File: src/rtl/xm_pkg.sv
package xm_pkg;
  localparam int DW     = 32;
  localparam int NMSG   = 2;
  localparam int MSEL_W = (NMSG > 1) ? $clog2(NMSG) : 1;
  localparam int IDX_W  = 2;
  localparam int KIND_W = 3;
  localparam int ADDR_W = KIND_W + IDX_W;

  // status / mask bit positions (message bits occupy [NMSG-1:0])
  localparam int B_DB   = 3;
  localparam int B_MC   = 4;
  localparam int B_PQ   = 5;
  localparam int B_POVF = 7;
  localparam int B_FOVF = 8;

  typedef enum logic [KIND_W-1:0] {
    K_MSG_TX = 3'd0,
    K_MSG_RX = 3'd1,
    K_DB_TX  = 3'd2,
    K_DB_RX  = 3'd3,
    K_STAT   = 3'd4,
    K_MASK   = 3'd5
  } kind_e;

  function automatic logic [DW-1:0] stat_pack(input logic [NMSG-1:0] msg,
                                              input logic db, input logic pq,
                                              input logic mc, input logic povf,
                                              input logic fovf, input logic inbound);
    logic [DW-1:0] s;
    s           = '0;
    s[NMSG-1:0] = msg;
    s[B_DB]     = db;
    s[B_PQ]     = pq;
    s[B_MC]     = mc & inbound;
    s[B_POVF]   = povf & inbound;
    s[B_FOVF]   = fovf & inbound;
    return s;
  endfunction

  localparam logic [DW-1:0] IN_VALID  = stat_pack('1, 1'b1, 1'b1, 1'b1, 1'b1, 1'b1, 1'b1);
  localparam logic [DW-1:0] OUT_VALID = stat_pack('1, 1'b1, 1'b1, 1'b1, 1'b1, 1'b1, 1'b0);

  function automatic logic is_msg_kind(input logic [KIND_W-1:0] k);
    return (k == K_MSG_TX) || (k == K_MSG_RX);
  endfunction

  function automatic logic idx_ok(input logic [IDX_W-1:0] idx);
    return 32'(idx) < NMSG;
  endfunction

  function automatic logic [DW-1:0] db_next(input logic [DW-1:0] cur,
                                            input logic set_en, input logic [DW-1:0] set_v,
                                            input logic [DW-1:0] wmask,
                                            input logic clr_en, input logic [DW-1:0] clr_v);
    logic [DW-1:0] c, s;
    c = clr_en ? clr_v : '0;
    s = set_en ? (set_v & wmask) : '0;
    return (cur & ~c) | s;
  endfunction

  function automatic logic irq_of(input logic [DW-1:0] stat, input logic [DW-1:0] mask);
    return |(stat & ~mask);
  endfunction
endpackage

File: src/rtl/xm_port.sv
module xm_port
  import xm_pkg::*;
(
  input  logic                       clk,
  input  logic                       rst_n,
  input  logic                       req,
  input  logic                       wr,
  input  logic [ADDR_W-1:0]          addr,
  input  logic [NMSG-1:0][DW-1:0]    tx_msg,
  input  logic [NMSG-1:0][DW-1:0]    rx_msg,
  input  logic [DW-1:0]              tx_db,
  input  logic [DW-1:0]              rx_db,
  input  logic [DW-1:0]              stat,
  input  logic [DW-1:0]              mask,
  output logic                       msg_we,
  output logic [IDX_W-1:0]           msg_idx,
  output logic                       db_set,
  output logic                       db_clr,
  output logic                       stat_we,
  output logic                       mask_we,
  output logic                       ack,
  output logic                       err,
  output logic [DW-1:0]              rdata
);
  kind_e              kind;
  logic [IDX_W-1:0]   idx;
  logic [MSEL_W-1:0]  sel;
  logic               bad;
  logic               wr_ok;
  logic [DW-1:0]      rd_val;

  assign kind    = kind_e'(addr[ADDR_W-1:IDX_W]);
  assign idx     = addr[IDX_W-1:0];
  assign sel     = idx[MSEL_W-1:0];
  assign bad     = is_msg_kind(kind) && !idx_ok(idx);
  assign wr_ok   = req && wr && !bad;

  assign msg_we  = wr_ok && (kind == K_MSG_TX);
  assign msg_idx = idx;
  assign db_set  = wr_ok && (kind == K_DB_TX);
  assign db_clr  = wr_ok && (kind == K_DB_RX);
  assign stat_we = wr_ok && (kind == K_STAT);
  assign mask_we = wr_ok && (kind == K_MASK);

  always_comb begin
    case (kind)
      K_MSG_TX: rd_val = tx_msg[sel];
      K_MSG_RX: rd_val = rx_msg[sel];
      K_DB_TX:  rd_val = tx_db;
      K_DB_RX:  rd_val = rx_db;
      K_STAT:   rd_val = stat;
      K_MASK:   rd_val = mask;
      default:  rd_val = '0;
    endcase
  end

  always_ff @(posedge clk or negedge rst_n) begin
    if (!rst_n) begin
      ack   <= 1'b0;
      err   <= 1'b0;
      rdata <= '0;
    end else begin
      ack   <= req;
      err   <= req && bad;
      rdata <= (req && !wr && !bad) ? rd_val : '0;
    end
  end
endmodule

File: src/rtl/xm_msg_bank.sv
module xm_msg_bank
  import xm_pkg::*;
(
  input  logic                    clk,
  input  logic                    rst_n,
  input  logic                    we,
  input  logic [IDX_W-1:0]        idx,
  input  logic [DW-1:0]           wdata,
  input  logic [NMSG-1:0]         clr,
  output logic [NMSG-1:0][DW-1:0] msg,
  output logic [NMSG-1:0]         flag
);
  for (genvar g = 0; g < NMSG; g++) begin : g_slot
    logic          hit;
    logic [DW-1:0] word_q;
    logic          flag_q;

    assign hit = we && (idx == IDX_W'(g));

    always_ff @(posedge clk or negedge rst_n) begin
      if (!rst_n) begin
        word_q <= '0;
        flag_q <= 1'b0;
      end else begin
        if (hit) word_q <= wdata;
        // a new message outranks a clear in the same cycle
        if (hit)         flag_q <= 1'b1;
        else if (clr[g]) flag_q <= 1'b0;
      end
    end

    assign msg[g]  = word_q;
    assign flag[g] = flag_q;
  end
endmodule

File: src/rtl/xm_doorbell.sv
module xm_doorbell
  import xm_pkg::*;
#(
  parameter logic [DW-1:0] WMASK = '1
) (
  input  logic          clk,
  input  logic          rst_n,
  input  logic          set_en,
  input  logic [DW-1:0] set_v,
  input  logic          clr_en,
  input  logic [DW-1:0] clr_v,
  output logic [DW-1:0] bits,
  output logic          any
);
  always_ff @(posedge clk or negedge rst_n) begin
    if (!rst_n) bits <= '0;
    else        bits <= db_next(bits, set_en, set_v, WMASK, clr_en, clr_v);
  end

  assign any = |bits;
endmodule

File: src/rtl/xside_mailbox.sv
module xside_mailbox
  import xm_pkg::*;
#(
  parameter logic [DW-1:0] LOC_DB_WMASK = 32'h1FFF_FFFF
) (
  input  logic              clk,
  input  logic              rst_n,
  input  logic              loc_req,
  input  logic              loc_wr,
  input  logic [ADDR_W-1:0] loc_addr,
  input  logic [DW-1:0]     loc_wdata,
  output logic              loc_ack,
  output logic              loc_err,
  output logic [DW-1:0]     loc_rdata,
  output logic              loc_irq,
  input  logic              rem_req,
  input  logic              rem_wr,
  input  logic [ADDR_W-1:0] rem_addr,
  input  logic [DW-1:0]     rem_wdata,
  output logic              rem_ack,
  output logic              rem_err,
  output logic [DW-1:0]     rem_rdata,
  output logic              rem_irq,
  input  logic              mcheck_in,
  input  logic              in_post_nempty,
  input  logic              out_post_nempty,
  input  logic              in_post_ovf,
  input  logic              out_free_ovf
);
  // local side strobes
  logic             l_msg_we, l_db_set, l_db_clr, l_stat_we, l_mask_we;
  logic [IDX_W-1:0] l_msg_idx;
  // remote side strobes
  logic             r_msg_we, r_db_set, r_db_clr, r_stat_we, r_mask_we;
  logic [IDX_W-1:0] r_msg_idx;

  // named state brought out for the checker
  logic [NMSG-1:0][DW-1:0] in_msg, out_msg;
  logic [NMSG-1:0]         in_flag, out_flag;
  logic [DW-1:0]           in_db, out_db;
  logic                    in_db_any, out_db_any;
  logic [DW-1:0]           in_stat, out_stat;
  logic [DW-1:0]           in_mask, out_mask;

  // remote posts inbound messages; local write-one clears their flags
  xm_msg_bank u_in_bank (
    .clk, .rst_n,
    .we    (r_msg_we),
    .idx   (r_msg_idx),
    .wdata (rem_wdata),
    .clr   (l_stat_we ? loc_wdata[NMSG-1:0] : '0),
    .msg   (in_msg),
    .flag  (in_flag)
  );

  xm_msg_bank u_out_bank (
    .clk, .rst_n,
    .we    (l_msg_we),
    .idx   (l_msg_idx),
    .wdata (loc_wdata),
    .clr   (r_stat_we ? rem_wdata[NMSG-1:0] : '0),
    .msg   (out_msg),
    .flag  (out_flag)
  );

  xm_doorbell #(.WMASK('1)) u_in_db (
    .clk, .rst_n,
    .set_en (r_db_set), .set_v (rem_wdata),
    .clr_en (l_db_clr), .clr_v (loc_wdata),
    .bits   (in_db),    .any   (in_db_any)
  );

  xm_doorbell #(.WMASK(LOC_DB_WMASK)) u_out_db (
    .clk, .rst_n,
    .set_en (l_db_set), .set_v (loc_wdata),
    .clr_en (r_db_clr), .clr_v (rem_wdata),
    .bits   (out_db),   .any   (out_db_any)
  );

  always_ff @(posedge clk or negedge rst_n) begin
    if (!rst_n) begin
      in_mask  <= IN_VALID;
      out_mask <= OUT_VALID;
    end else begin
      if (l_mask_we) in_mask  <= loc_wdata & IN_VALID;
      if (r_mask_we) out_mask <= rem_wdata & OUT_VALID;
    end
  end

  assign in_stat  = stat_pack(in_flag, in_db_any, in_post_nempty, mcheck_in,
                              in_post_ovf, out_free_ovf, 1'b1);
  assign out_stat = stat_pack(out_flag, out_db_any, out_post_nempty, 1'b0,
                              1'b0, 1'b0, 1'b0);

  assign loc_irq = irq_of(in_stat, in_mask);
  assign rem_irq = irq_of(out_stat, out_mask);

  xm_port u_loc_port (
    .clk, .rst_n,
    .req     (loc_req),   .wr      (loc_wr),    .addr   (loc_addr),
    .tx_msg  (out_msg),   .rx_msg  (in_msg),
    .tx_db   (out_db),    .rx_db   (in_db),
    .stat    (in_stat),   .mask    (in_mask),
    .msg_we  (l_msg_we),  .msg_idx (l_msg_idx),
    .db_set  (l_db_set),  .db_clr  (l_db_clr),
    .stat_we (l_stat_we), .mask_we (l_mask_we),
    .ack     (loc_ack),   .err     (loc_err),   .rdata  (loc_rdata)
  );

  xm_port u_rem_port (
    .clk, .rst_n,
    .req     (rem_req),   .wr      (rem_wr),    .addr   (rem_addr),
    .tx_msg  (in_msg),    .rx_msg  (out_msg),
    .tx_db   (in_db),     .rx_db   (out_db),
    .stat    (out_stat),  .mask    (out_mask),
    .msg_we  (r_msg_we),  .msg_idx (r_msg_idx),
    .db_set  (r_db_set),  .db_clr  (r_db_clr),
    .stat_we (r_stat_we), .mask_we (r_mask_we),
    .ack     (rem_ack),   .err     (rem_err),   .rdata  (rem_rdata)
  );
endmodule

File: config.mk
export PLATFORM = sky130hd
export DESIGN_NAME = xside_mailbox
export DESIGN_NICKNAME = d
export VERILOG_FILES = /design/src/rtl/xm_pkg.sv /design/src/rtl/xm_port.sv /design/src/rtl/xm_msg_bank.sv /design/src/rtl/xm_doorbell.sv /design/src/rtl/xside_mailbox.sv
export SDC_FILE = /design/constraint.sdc
export NUM_CORES = 1
export LEC_CHECK = 0
export ABC_AREA = 1
export BUFFER_PORTS_ARGS = -buffer_cell sky130_fd_sc_hd__buf_2
export CAP_MARGIN = 20
export CORE_ASPECT_RATIO = 1.75
export CORE_UTILIZATION = 46
export DETAILED_ROUTE_END_ITERATION = 10
export SLEW_MARGIN = 15
export SYNTH_ARGS = -nofsm -noshare
export SYNTH_HDL_FRONTEND = slang
export SYNTH_HIERARCHICAL = 1
export SYNTH_SLANG_ARGS = --single-unit
File: constraint.sdc
create_clock -name clk -period 2.1 [get_ports clk]
set_input_delay 0.21 -clock clk [delete_from_list [all_inputs] [get_ports clk]]
set_output_delay 0.21 -clock clk [all_outputs]
set_load 0.01 [all_outputs]
Word level (Yosys, flattened, before mapping)
Index checks and enable logic that the tools add are counted.
{"block": "word_totals", "input_bits": 85, "out_inout_bits": 70, "reg_bits": 275}
{"block": "op_classes", "n_lt_le_gt_ge": 4, "n_bitwise": 10, "n_mux": 26, "reduce_logical": 46, "eq_ne": 12}
{"op": "$mux W32", "n": 13}
{"op": "$pmux W32 S6", "n": 2}
{"op": "$reduce_or A32 Y1", "n": 4}
{"op": "$and A32 B32 Y32", "n": 2}
{"op": "$not A32 Y32", "n": 2}
{"op": "$or A32 B32 Y32", "n": 2}
{"op": "$and A6 B32 Y32", "n": 1}
{"op": "$and A9 B32 Y32", "n": 1}
{"op": "$not A6 Y32", "n": 1}
{"op": "$not A9 Y32", "n": 1}
{"op": "$mux W29", "n": 1}
{"op": "$logic_and A1 B1 Y1", "n": 26}
{"op": "$eq A3 B2 Y1 const B", "n": 4}
{"op": "$eq A3 B3 Y1 const B", "n": 4}
{"op": "$mux W1", "n": 8}
{"op": "$reduce_bool A2 Y1", "n": 4}
{"op": "$eq A3 B1 Y1 const B", "n": 2}
{"op": "$logic_not A1 Y1", "n": 6}
{"op": "$logic_not A3 Y1", "n": 2}
{"op": "$eq A2 B1 Y1 const B", "n": 2}
{"op": "$logic_not A2 Y1", "n": 2}
{"op": "$lt A1 B2 Y1 const B", "n": 2}
{"op": "$lt A2 B2 Y1 const B", "n": 2}
{"op": "$mux W2", "n": 2}
{"op": "$logic_or A1 B1 Y1", "n": 2}

Depth between registers and ports, before layout
Gate-level depths: netlist (run 1).
{"block": "logic_depth", "word_depth": 10, "ltp_mapped": 10}

Hierarchy
The synthesis (run 1) kept the hierarchy.
{"module": "xm_port", "n_inst": 2, "area_per_inst_um2": 3732.3, "cells_per_inst": 692}
{"module": "xm_msg_bank", "n_inst": 2, "area_per_inst_um2": 2671.3, "cells_per_inst": 291}
{"module": "xm_doorbell (u_in_db)", "n_inst": 1, "area_per_inst_um2": 1426.4, "cells_per_inst": 147}
{"module": "xm_doorbell (u_out_db)", "n_inst": 1, "area_per_inst_um2": 1413.9, "cells_per_inst": 144}
{"module": "xside_mailbox", "n_inst": 1, "area_per_inst_um2": 545.5, "cells_per_inst": 73}

Least setup slack after synthesis (run 1)
Ideal clock, no wire load.
{"block": "synth_path", "path_kind": "input -> register", "from": "input port loc_addr[4]", "to": "register u_in_db.bits[0]", "setup_slack_ns": 0.199, "t_required_ns": 1.979, "arrival_ns": 1.780, "path_stages": 7, "setup_time_ns": 0.121, "path_cell_list": "buf_4 -> buf_2 -> buf_2 -> nor4_1 -> buf_6 -> nand2_1 -> a22o_1"}
{"block": "synth_between", "elab_chain_len": 10}
{"item": "start: declaration", "line_no": "xside_mailbox.sv:10", "rtl": "input logic [ADDR_W-1:0] loc_addr,"}
{"item": "$eq A3 B1 Y1 or $logic_not A3 Y1 (tied branches)", "line_no": "xm_pkg.sv:44", "rtl": "return (k == K_MSG_TX) || (k == K_MSG_RX);"}
{"item": "$logic_or A1 B1 Y1", "line_no": "xm_pkg.sv:44"}
{"item": "$logic_and A1 B1 Y1", "line_no": "xm_port.sv:35", "rtl": "assign bad = is_msg_kind(kind) && !idx_ok(idx);"}
{"item": "$logic_not A1 Y1", "line_no": "xm_port.sv:36", "rtl": "assign wr_ok = req && wr && !bad;"}
{"item": "$logic_and A1 B1 Y1", "line_no": "xm_port.sv:36"}
{"item": "$logic_and A1 B1 Y1 (*)", "line_no": "xm_port.sv:41", "rtl": "assign db_clr = wr_ok && (kind == K_DB_RX);"}
{"item": "named net l_db_clr", "line_no": "xside_mailbox.sv:31", "rtl": "logic l_msg_we, l_db_set, l_db_clr, l_stat_we, l_mask_we;"}
{"item": "$mux W32 (*)", "line_no": "xm_pkg.sv:56", "rtl": "c = clr_en ? clr_v : '0;"}
{"item": "$not A32 Y32 (*)", "line_no": "xm_pkg.sv:58", "rtl": "return (cur & ~c) | s;"}
{"item": "$and A32 B32 Y32 (*)", "line_no": "xm_pkg.sv:58"}
{"item": "$or A32 B32 Y32 (*)", "line_no": "xm_pkg.sv:58"}
{"item": "end signal: assignment", "line_no": "xm_doorbell.sv:17", "rtl": "else bits <= db_next(bits, set_en, set_v, WMASK, clr_en, clr_v);"}
{"item": "end: declaration", "line_no": "xm_doorbell.sv:12", "rtl": "output logic [DW-1:0] bits,"}
Mark *: on every way through the listed nets, which the timed path passes. The rest lies on a longest branch.
A chain may end at the register's enable or synchronous reset.

Final worst setup path (run 1)
{"block": "layout_path", "from": "register u_in_db.bits[28]", "to": "output port loc_irq"}
{"block": "layout_between", "elab_chain_len": 3}
{"item": "$reduce_or A32 Y1", "line_no": "xm_doorbell.sv:20", "rtl": "assign any = |bits;"}
{"item": "named net in_db_any", "line_no": "xside_mailbox.sv:41", "rtl": "logic in_db_any, out_db_any;"}
{"item": "$and A9 B32 Y32", "line_no": "xm_pkg.sv:62", "rtl": "return |(stat & ~mask);"}
{"item": "$reduce_or A32 Y1", "line_no": "xm_pkg.sv:62"}
{"item": "end: declaration", "line_no": "xside_mailbox.sv:15", "rtl": "output logic loc_irq,"}
The timed path passes the listed nets, and every way through them passes these cells.

==> impl_metrics.csv, run 1 <==
group,metric,value,unit
outcome,status,"finished with violations",
outcome,violations,"negative setup slack",
timing,finalHoldViolations,0,
worst_setup_path,r2r_cells,13,
worst_setup_path,r2r_setup_slack,0.09,ns
placement,gp_congestion,0.891,
logic_synthesis,yosysMostFrequentCell,"nand2_1",
worst_setup_path,crit_family,"simple AND/OR/NAND/NOR gates",
worst_setup_path,worstPathRequired,1.89,ns
floorplanning,fp.coreArea,34600,um2
power_and_ir_drop,pwr-share-seq,0.450,
cells_and_area,syn2layout_area_growth,22.8,%
logic_synthesis,synth_top_area_frac,0.408,
logic_synthesis,synthTopCellsByCount,"1078 x nand2_1, 264 x dfrtp_1, 259 x nand4_1",
cells_and_area,nNetsFinal,2714,
detailed_routing,drc,0,
logic_synthesis,synthesis.area,16200,um2
detailed_routing,ant_nets,0,
worst_setup_path,critPathSlowestCell,"dfrtp_1",
timing,fmax,459,MHz
floorplanning,die_width,144,um
worst_setup_path,max_stage_delay,0.38,ns
logic_synthesis,yosysWarningCount,6,
floorplanning,initial_core_util,0.468,
detailed_routing,dr.first_iter.drc_count,1591,
grt,grt_max_degree,67,
logic_synthesis,netlist_instances,2330,
floorplanning,die_area,36000,um2
detailed_routing,vias,17510,
worst_setup_path,arrival,1.97,ns
timing,clock-skew-final,0.0138,ns
min_path,holdCritStartpoint,"loc_addr[3]",
timing,slew_headroom,0.524,
logic_synthesis,synth-seq-area-share,0.426,
placement,hpwl,41200,um
cts,h-tree-depth,1,
timing,slew_viol_final,0,
timing,tightest_slew,0.714,ns
cts,clk_pin_slew,0.06,ns
timing,setup_slack,-0.0765,ns
power_and_ir_drop,powerDensity,749,nW/um2
detailed_routing,first_pass_iters,6,
detailed_routing,routed_wl,64500,um
worst_setup_path,cp_cell_sequence,"inv_1, nand2_1, nor2_2, nand2_1, nor2_2, nand2_2, inv_2, nor2_1, nor2_1, nand2_1, buf_2",
worst_setup_path,cpMostUsedCell,"nand2_1",
cells_and_area,fill_cells,3345,
worst_setup_path,critical_path.max_fanout,2,
cells_and_area,final_layout_size_suffix_gt1_frac,0.149,
logic_synthesis,synthTopCellsByArea,"dfrtp_1 41%, nand2_1 25%, nand4_1 10%",
timing,whs,0.0514,ns
logic_synthesis,synth_area_per_cell,6.95,um2
cts,ctsLongestPathBuffers,3,
worst_setup_path,crit_cells,11,
cells_and_area,final_util,0.575,
min_path,min_delay_path_depth,4,
detailed_routing,vias_per_cell,5.63,
cts,worstSkewPairLatency,0.57,ns
grt,use_met2,0.633,
worst_setup_path,cp_num_buf_inv,3,
timing,finalCritPeriodShare,1.04,
cts,cts_made_buffers,27,
logic_synthesis,synth_edf_count,0,
cells_and_area,finalNonFillerCells,3109,
min_path,holdPathEnd,"u_loc_port/err",
worst_setup_path,critPathCaptureType,"output pin",
grt,first_global_vias,16754,
power_and_ir_drop,p_clk_frac,0.333,
power_and_ir_drop,pwr-share-comb,0.217,
floorplanning,rows,90,
floorplanning,die_h,250,um
timing,rsz0062_at_grt,"yes",
logic_synthesis,synth-main-ff-cell,"dfrtp_1",
worst_setup_path,rr_endpoint,"u_rem_port/rdata[3]",
timing,tns,-0.0951,ns
worst_setup_path,r2r-start,"u_out_db/bits[28]",
logic_synthesis,ys_async_sr_fraction,1.00,
logic_synthesis,ys_types,25,
logic_synthesis,yosys.area.top_type,"dfrtp_1",
placement,dp.cells,2961,
grt,antenna_found_initial,3,
timing,period_needed,2.18,ns
min_path,hp-class,"in2reg",
worst_setup_path,cp-start-kind,"flop",
power_and_ir_drop,p_sw_frac,0.323,
logic_synthesis,synth_seq_cells,275,
grt,gr-usage-all-layers,0.363,
cts,clock-root-buffer,"clkbuf_16",
grt,grt-busiest-layer,"met2",
grt,use_met1,0.420,
flow_run,max_cap_violations,0,
power_and_ir_drop,leakage,10.9,nW
power_and_ir_drop,peakVddDrop,0.000691,V
placement,pre_cts_slack,0.246,ns
detailed_routing,avgRoutedWirePerCell,20.8,um
cts,cts_num_sinks,275,
grt,use_met3,0.0359,
timing,setup_viol,2,
power_and_ir_drop,switchingPower,4.82,mW
cts,cts_tree,"yes",
placement,port-buffer-count,154,
grt,grt-ovfl-total,0,
power_and_ir_drop,intPower,10.1,mW
grt,grt_pass1_wl,97600,um
worst_setup_path,crit_type,"reg2out",
floorplanning,ios,155,
==> registers in the layout (all words and copies together), names as in the netlist <==
register	count
in_mask	7
u_out_bank/g_slot.word_q	64
u_rem_port/ack	1
u_loc_port/rdata	32
u_in_bank/g_slot.word_q	64
u_in_db/bits	32
u_loc_port/ack	1
u_out_db/bits	32
u_in_bank/g_slot.flag_q	2
u_rem_port/err	1
u_out_bank/g_slot.flag_q	2
out_mask	4
u_rem_port/rdata	32
u_loc_port/err	1
==> cells in the final DEF, fill, tap and decap left out, types with 5 or more instances in the layout <==
cell	count
clkbuf_1	5
conb_1	106
dfrtp_2	5
dfstp_2	11
dfrtp_1	259
buf_12	23
clkbuf_16	27
nor2_1	90
inv_1	113
dlygate4sd3_1	68
nand4_1	259
nor2_2	13
nand2_2	8
nand3_1	132
clkinv_2	7
inv_2	15
nand2_1	1072
a21oi_1	65
buf_2	151
o21ai_0	15
buf_4	109
a22o_1	61
==> how the worst max path moves through the flow <==
stage,startpoint,endpoint
6_report,u_in_db/bits[28],loc_irq
5_1_grt,u_in_db/bits[28],loc_irq
4_1_cts,u_in_db/bits[14],loc_irq
3_5_place_dp,rem_addr[3],u_in_bank/g_slot[1].word_q[23]
3_3_place_gp,loc_addr[4],u_loc_port/rdata[24]
2_1_floorplan,loc_addr[4],u_in_db/bits[0]
==> logic make-up (layout without fill, tap and decap cells) <==
| logic type | after synthesis | after routing | synth area share |
|---|---|---|---|
| buffers and inverters | 315 | 527 | 0.0905 |
| DFF | 275 | 275 | 0.426 |
| AOI/OAI and AO/OA | 143 | 143 | 0.0586 |
| other | 1 | 108 | 0.000232 |
| and+or+nand+nor | 1596 | 1596 | 0.425 |
==> cell type report <==
| class | count | area [um2] | share of cell area |
|---|---|---|---|
| inverters | 128 | 480 | 0.0242 |
| well taps | 460 | 576 | 0.0289 |
| diodes | 2 | 5.00 | 0.000252 |
| flip-flops and latches | 275 | 6900 | 0.347 |
| clock inverters | 11 | 113 | 0.00566 |
| clock buffers | 36 | 749 | 0.0377 |
| repair buffers | 352 | 2730 | 0.137 |
| multi-input cells | 1845 | 8330 | 0.419 |
==> power by group through the flow <==
stage	clock [mW]	combinational [mW]	sequential [mW]
global route	5.19	3.55	6.78
finish	4.96	3.23	6.70
floorplan	0	1.74	6.62
global placement	0	2.72	6.81
detailed placement	0	2.77	6.81
CTS	5.02	3.10	6.69
==> per-stage QoR <==
stage,power (mW),cell area [um2]
CTS,14.8,19800
global route,15.5,19900
floorplan,8.35,16600
detailed placement,9.58,18000
global placement,9.53,18000
finish,14.9,19900
==> worst min-delay path: cells and delay by family <==
kind | cells | cell delay [ns]
buf+inv | 2 | 0.21
simple gates | 2 | 0.16
==> metal layers <==
layer	vias to the layer above	wire, um
li1	8116	-
met1	8289	22800
met2	870	32900
met3	233	4430
met4	2	4390
met5	-	12
==> what timing repair did <==
action	in CTS	in global routing
setup endpoints to repair	2	3
hold buffers	68	0
gates resized for setup	17	14
setup buffers	23	8
hold endpoints to repair	259	0
pin swaps	14	14
Power figures use the tool's default switching activity.
==> run 2, diff against run 1 <==
==> constraint.sdc (replaced) <==
create_clock -name clk -period 2.1 [get_ports clk]
set_input_delay 0.315 -clock clk [delete_from_list [all_inputs] [get_ports clk]]
set_output_delay 0.315 -clock clk [all_outputs]
set_load 0.01 [all_outputs]
==> impl_metrics.csv, run 2 (synthesis gave the netlist of run 1 again) <==
group,metric,value,unit
detailed_routing,drc,0,
worst_setup_path,worstPathRequired,1.78,ns
grt,antenna_found_initial,5,
timing,slew_viol_final,0,
timing,finalHoldViolations,0,
cells_and_area,mostFrequentLayoutCell,"nand2_1",
worst_setup_path,crit_type,"reg2out",
grt,grt_max_degree,67,
grt,use_met2,0.610,
floorplanning,ios,155,
cts,clk_pin_slew,0.07,ns
cells_and_area,finalInstanceArea,19700,um2
timing,period_needed,2.25,ns
flow_run,max_cap_violations,0,
cts,h-tree-depth,1,
worst_setup_path,crit_family,"simple AND/OR/NAND/NOR gates",
worst_setup_path,critical_path.max_fanout,2,
worst_setup_path,cp_num_buf_inv,2,
detailed_routing,ant_nets,0,
grt,grt-busiest-layer,"met2",
cells_and_area,mostFrequentLayoutCells,"1068 x nand2_1, 263 x dfrtp_1, 259 x nand4_1",
power_and_ir_drop,peakVddDrop,0.000648,V
cells_and_area,syn2layout_area_growth,21.6,%
worst_setup_path,rr_endpoint,"u_rem_port/rdata[3]",
cts,clock-root-buffer,"clkbuf_16",
placement,hpwl,42700,um
timing,tightest_slew,0.801,ns
floorplanning,die_area,36000,um2
power_and_ir_drop,leakage,10.9,nW
outcome,violations,"negative setup slack",
cts,cts_made_buffers,30,
min_path,hp-class,"in2reg",
min_path,holdCritStartpoint,"loc_wdata[21]",
placement,gp_congestion,0.893,
cts,cts_num_sinks,275,
grt,use_met3,0.0421,
timing,setup_slack,-0.150,ns
detailed_routing,dr.first_iter.drc_count,1400,
cells_and_area,seq_area,6900,um2
detailed_routing,vias,17366,
min_path,min_delay_path_depth,3,
timing,slew_headroom,0.466,
worst_setup_path,r2r_cells,15,
placement,dpl_cell_area,18200,um2
cts,ctsLongestPathBuffers,3,
cts,cts_tree,"yes",
cells_and_area,final_util,0.570,
worst_setup_path,cp-start-kind,"flop",
worst_setup_path,r2r-start,"u_out_db/bits[29]",
cells_and_area,multi_input_area,8350,um2
detailed_routing,first_pass_iters,7,
cells_and_area,final_layout_size_suffix_gt1_frac,0.166,
detailed_routing,routed_wl,63600,um
power_and_ir_drop,power.total,15.6,mW
floorplanning,fp.coreArea,34600,um2
detailed_routing,avgRoutedWirePerCell,20.6,um
timing,clock-skew-final,0.0224,ns
worst_setup_path,max_stage_delay,0.39,ns
min_path,holdPathEnd,"u_out_bank/g_slot[0].word_q[21]",
grt,use_met1,0.407,
cells_and_area,fill_cells,3435,
worst_setup_path,cp_cell_sequence,"inv_2, nand2_2, nor2_4, nand2_2, nor2_2, nand2_1, nand2_1, nand4_1, buf_2",
outcome,status,"finished with violations",
floorplanning,die_h,250,um
grt,first_global_vias,16841,
grt,grt_pass1_wl,96100,um
timing,fmax,444,MHz
floorplanning,initial_core_util,0.468,
timing,setup_viol,2,
floorplanning,rows,90,
cells_and_area,reg_top3,"u_in_bank/g_slot.word_q (64), u_out_bank/g_slot.word_q (64)",
worst_setup_path,critPathSlowestCell,"dfrtp_1",
placement,port-buffer-count,154,
worst_setup_path,crit_start,"u_out_db/bits[29]",
worst_setup_path,r2r_setup_slack,0.10,ns
worst_setup_path,critPathCaptureType,"output pin",
floorplanning,die_width,144,um
cts,worstSkewPairLatency,0.59,ns
detailed_routing,vias_per_cell,5.63,
timing,rsz0062_at_grt,"yes",
grt,gr-usage-all-layers,0.358,
cells_and_area,nNetsFinal,2685,
worst_setup_path,arrival,1.94,ns
grt,grt-ovfl-total,0,
power_and_ir_drop,powerDensity,791,nW/um2
timing,finalCritPeriodShare,1.07,
[run 2: cell count changes in the layout (fill, tap and decap cells not counted), moves of 2 or more]
cell	before	now
clkbuf_1	5	3
inv_2	15	12
inv_1	113	116
nor2_4	4	6
buf_4	109	140
dfrtp_1	259	263
clkbuf_16	27	31
dfrtp_2	5	1
nand2_1	1072	1068
nand2_2	8	13
dlygate4sd3_1	68	4
diode_2	2	4
clkinvlp_4	0	2
clkbuf_8	4	10
[run 2: worst register-to-register path, delay by kind of cell (launching register included)]
kind	cells	cell delay, ns
AO/OA/AOI/OAI	1	0.07
AND/OR/NAND/NOR	8	0.73
buffers and inverters	6	0.69
flip-flops	1	0.39
[run 2: repair_timing]
| item | CTS | global route |
|---|---|---|
| setup endpoints to repair | 2 | 3 |
| hold endpoints to repair | 45 | 0 |
| gates resized for setup | 19 | 13 |
| hold buffers | 4 | 0 |
| buffers inserted | 26 | 25 |
| pin swaps | 13 | 12 |
[run 2: worst max path at each step]
stage / endpoint / slack [ns] / depth (start not counted)
2_1_floorplan: u_in_db/bits[0] / 0.09 / 7
3_3_place_gp: u_loc_port/rdata[24] / 0.18 / 7
4_1_cts: loc_irq / -0.18 / 11
6_report: rem_irq / -0.15 / 9
5_1_grt: loc_irq / -0.26 / 10
3_5_place_dp: u_loc_port/rdata[24] / 0.17 / 7
[run 2: per-layer routing]
layer | vias up | part of all wire
li1 | 8055 | -
met3 | 273 | 0.066
met2 | 839 | 0.50
met1 | 8195 | 0.36
met5 | - | 0.00035
met4 | 4 | 0.079
[run 2: area by class of cell]
| type | count | share of cell area |
|---|---|---|
| inverter | 128 | 0.0244 |
| multi-input combinational | 1845 | 0.424 |
| timing repair buffer | 320 | 0.119 |
| antenna | 4 | 0.000508 |
| sequential | 275 | 0.350 |
| clock inverter | 11 | 0.00559 |
| tap | 460 | 0.0292 |
| clock buffer | 44 | 0.0470 |
[run 2: power breakdown]
group          internal, mW  leakage, nW  switching, mW
Combinational          1.34         6.74           2.03
Clock                  3.27        0.513           2.28
Sequential             6.06         3.60          0.604
[run 2: per-stage QoR]
| stage | cells | setup slack, ns | setup TNS (ns) | hold WS [ns] |
|---|---|---|---|---|
| 2_1_floorplan | 2435 | 0.0937 | 0 | 0.0194 |
| 3_3_place_gp | 2975 | 0.182 | 0 | 0.285 |
| 3_5_place_dp | 2975 | 0.170 | 0 | 0.293 |
| 4_1_cts | 3060 | -0.183 | -0.390 | 0.00225 |
| 5_1_grt | 3086 | -0.255 | -0.498 | 0.0205 |
| 6_report | 3087 | -0.150 | -0.286 | 0.0243 |
==> run 3, diff against run 2 <==
Settings changed: TNS_END_PERCENT set to 1.
==> impl_metrics.csv, run 3 (synthesis gave the netlist of run 1 again) <==
group,metric,value,unit
timing,slew_viol_final,0,
detailed_routing,drc,0,
cells_and_area,reg_top3,"u_in_bank/g_slot.word_q (64), u_out_bank/g_slot.word_q (64)",
detailed_routing,avgRoutedWirePerCell,20.6,um
power_and_ir_drop,powerDensity,791,nW/um2
detailed_routing,first_pass_iters,6,
cells_and_area,syn2layout_area_growth,20.6,%
power_and_ir_drop,switchingPower,4.86,mW
timing,setup_slack,-0.179,ns
timing,finalHoldViolations,0,
timing,setup_viol,2,
cts,cts_made_buffers,30,
floorplanning,die_width,144,um
cells_and_area,mostFrequentLayoutCell,"nand2_1",
grt,grt_max_degree,67,
cells_and_area,mostFrequentLayoutCells,"1071 x nand2_1, 263 x dfrtp_1, 259 x nand4_1",
grt,first_global_vias,16792,
detailed_routing,vias_per_cell,5.64,
detailed_routing,dr.first_iter.drc_count,1406,
timing,rsz0062_at_grt,"yes",
detailed_routing,routed_wl,63200,um
floorplanning,fp.coreArea,34600,um2
cts,cts_tree,"yes",
timing,tightest_slew,0.811,ns
grt,grt_pass1_wl,95700,um
min_path,hp-class,"in2reg",
placement,dpl_cell_area,18200,um2
power_and_ir_drop,leakage,10.8,nW
cts,worstSkewPairLatency,0.59,ns
floorplanning,rows,90,
power_and_ir_drop,intPower,10.6,mW
power_and_ir_drop,pwr-share-comb,0.208,
worst_setup_path,crit_type,"reg2out",
power_and_ir_drop,p_sw_frac,0.315,
cts,clk_pin_slew,0.07,ns
floorplanning,ios,155,
worst_setup_path,critPathCaptureType,"output pin",
power_and_ir_drop,p_clk_frac,0.359,
floorplanning,die_h,250,um
timing,clock-skew-final,0.0178,ns
worst_setup_path,cp-start-kind,"flop",
outcome,violations,"negative setup slack",
placement,gp_congestion,0.893,
cts,ctsLongestPathBuffers,3,
cts,cts_num_sinks,275,
detailed_routing,ant_nets,0,
cts,h-tree-depth,1,
placement,pre_cts_slack,0.170,ns
cells_and_area,nNetsFinal,2667,
worst_setup_path,worstPathRequired,1.78,ns
cells_and_area,final_layout_size_suffix_gt1_frac,0.157,
grt,gr-usage-all-layers,0.356,
floorplanning,die_area,36000,um2
grt,antenna_found_initial,4,
worst_setup_path,arrival,1.96,ns
floorplanning,initial_core_util,0.468,
timing,tns,-0.323,ns
detailed_routing,vias,17301,
power_and_ir_drop,pwr-share-seq,0.433,
timing,period_needed,2.28,ns
outcome,status,"finished with violations",
placement,hpwl,42700,um
cts,clock-root-buffer,"clkbuf_16",
flow_run,max_cap_violations,0,
timing,finalCritPeriodShare,1.09,
cells_and_area,finalInstanceArea,19500,um2
placement,port-buffer-count,154,
timing,slew_headroom,0.459,
timing,fmax,439,MHz
worst_setup_path,critical_path.max_fanout,2,
power_and_ir_drop,peakVddDrop,0.000647,V
grt,grt-ovfl-total,0,
## run 3: layout make-up
| type | instances | area [um2] |
|---|---|---|
| fillers | 3450 | 15000 |
| flip-flops and latches | 275 | 6900 |
| clock inverters | 11 | 110 |
| diodes | 3 | 7.51 |
| inverters | 128 | 480 |
| clock buffers | 44 | 925 |
| multi-input cells | 1845 | 8320 |
| well taps | 460 | 576 |
| repair buffers | 302 | 2210 |
## run 3: critical path, cell delays in order (launching register included)
cell,delay [ns]
dfrtp_1,0.38
inv_1,0.09
nand2_2,0.07
nor2_4,0.12
nand2_2,0.09
nor2_2,0.13
nand2_1,0.08
nand2_1,0.06
nand4_1,0.16
buf_2,0.20
## run 3: final timing paths
kind	end	slack [ns]	cells past startpoint	start
setup reg to reg	u_loc_port/rdata[3]	0.51	9	u_in_db/bits[11]
max in group asynchronous	u_out_bank/g_slot[0].word_q[14]	1.11	3	rst_n
hold / removal	in_mask[1]	0.02	3	loc_wdata[1]
min in group asynchronous	u_out_bank/g_slot[1].word_q[3]	0.27	2	rst_n
hold reg to reg	in_mask[3]	0.48	2	in_mask[3]
setup / recovery	rem_irq	-0.18	9	u_out_db/bits[29]
## run 3: per-stage QoR
step           power (mW)   util  std cells  hold WS [ns]
6_report             15.4  0.565       3068        0.0195
5_1_grt              16.1  0.565       3068        0.0158
4_1_cts              15.4  0.561       3048       0.00225
3_5_place_dp         9.64  0.525       2975         0.293
3_3_place_gp         9.57  0.525       2975         0.285
2_1_floorplan        8.35      -       2435        0.0194
## run 3: power by group through the flow
stage | registers, mW | logic [mW] | clock network [mW]
after floorplan | 6.62 | 1.74 | 0
after CTS | 6.68 | 3.03 | 5.64
after global placement | 6.79 | 2.78 | 0
after global routing | 6.76 | 3.51 | 5.83
after detailed placement | 6.80 | 2.83 | 0
final | 6.68 | 3.21 | 5.55
## run 3: timing repair
action	CTS	global route
buffers inserted	14	17
endpoints found under the hold margin	45	0
endpoints found under the setup margin	2	2
gates resized for setup	17	5
pin swaps	11	8
hold buffers	4	0
## run 3: per-layer routing
| metal | wire, um | vias up | GRT usage |
|---|---|---|---|
| li1 | - | 8020 | - |
| met1 | 22900 | 8220 | 0.407 |
| met2 | 31500 | 797 | 0.605 |
| met3 | 3820 | 262 | 0.0407 |
| met4 | 4980 | 2 | 0.264 |
| met5 | 13 | - | 0 |
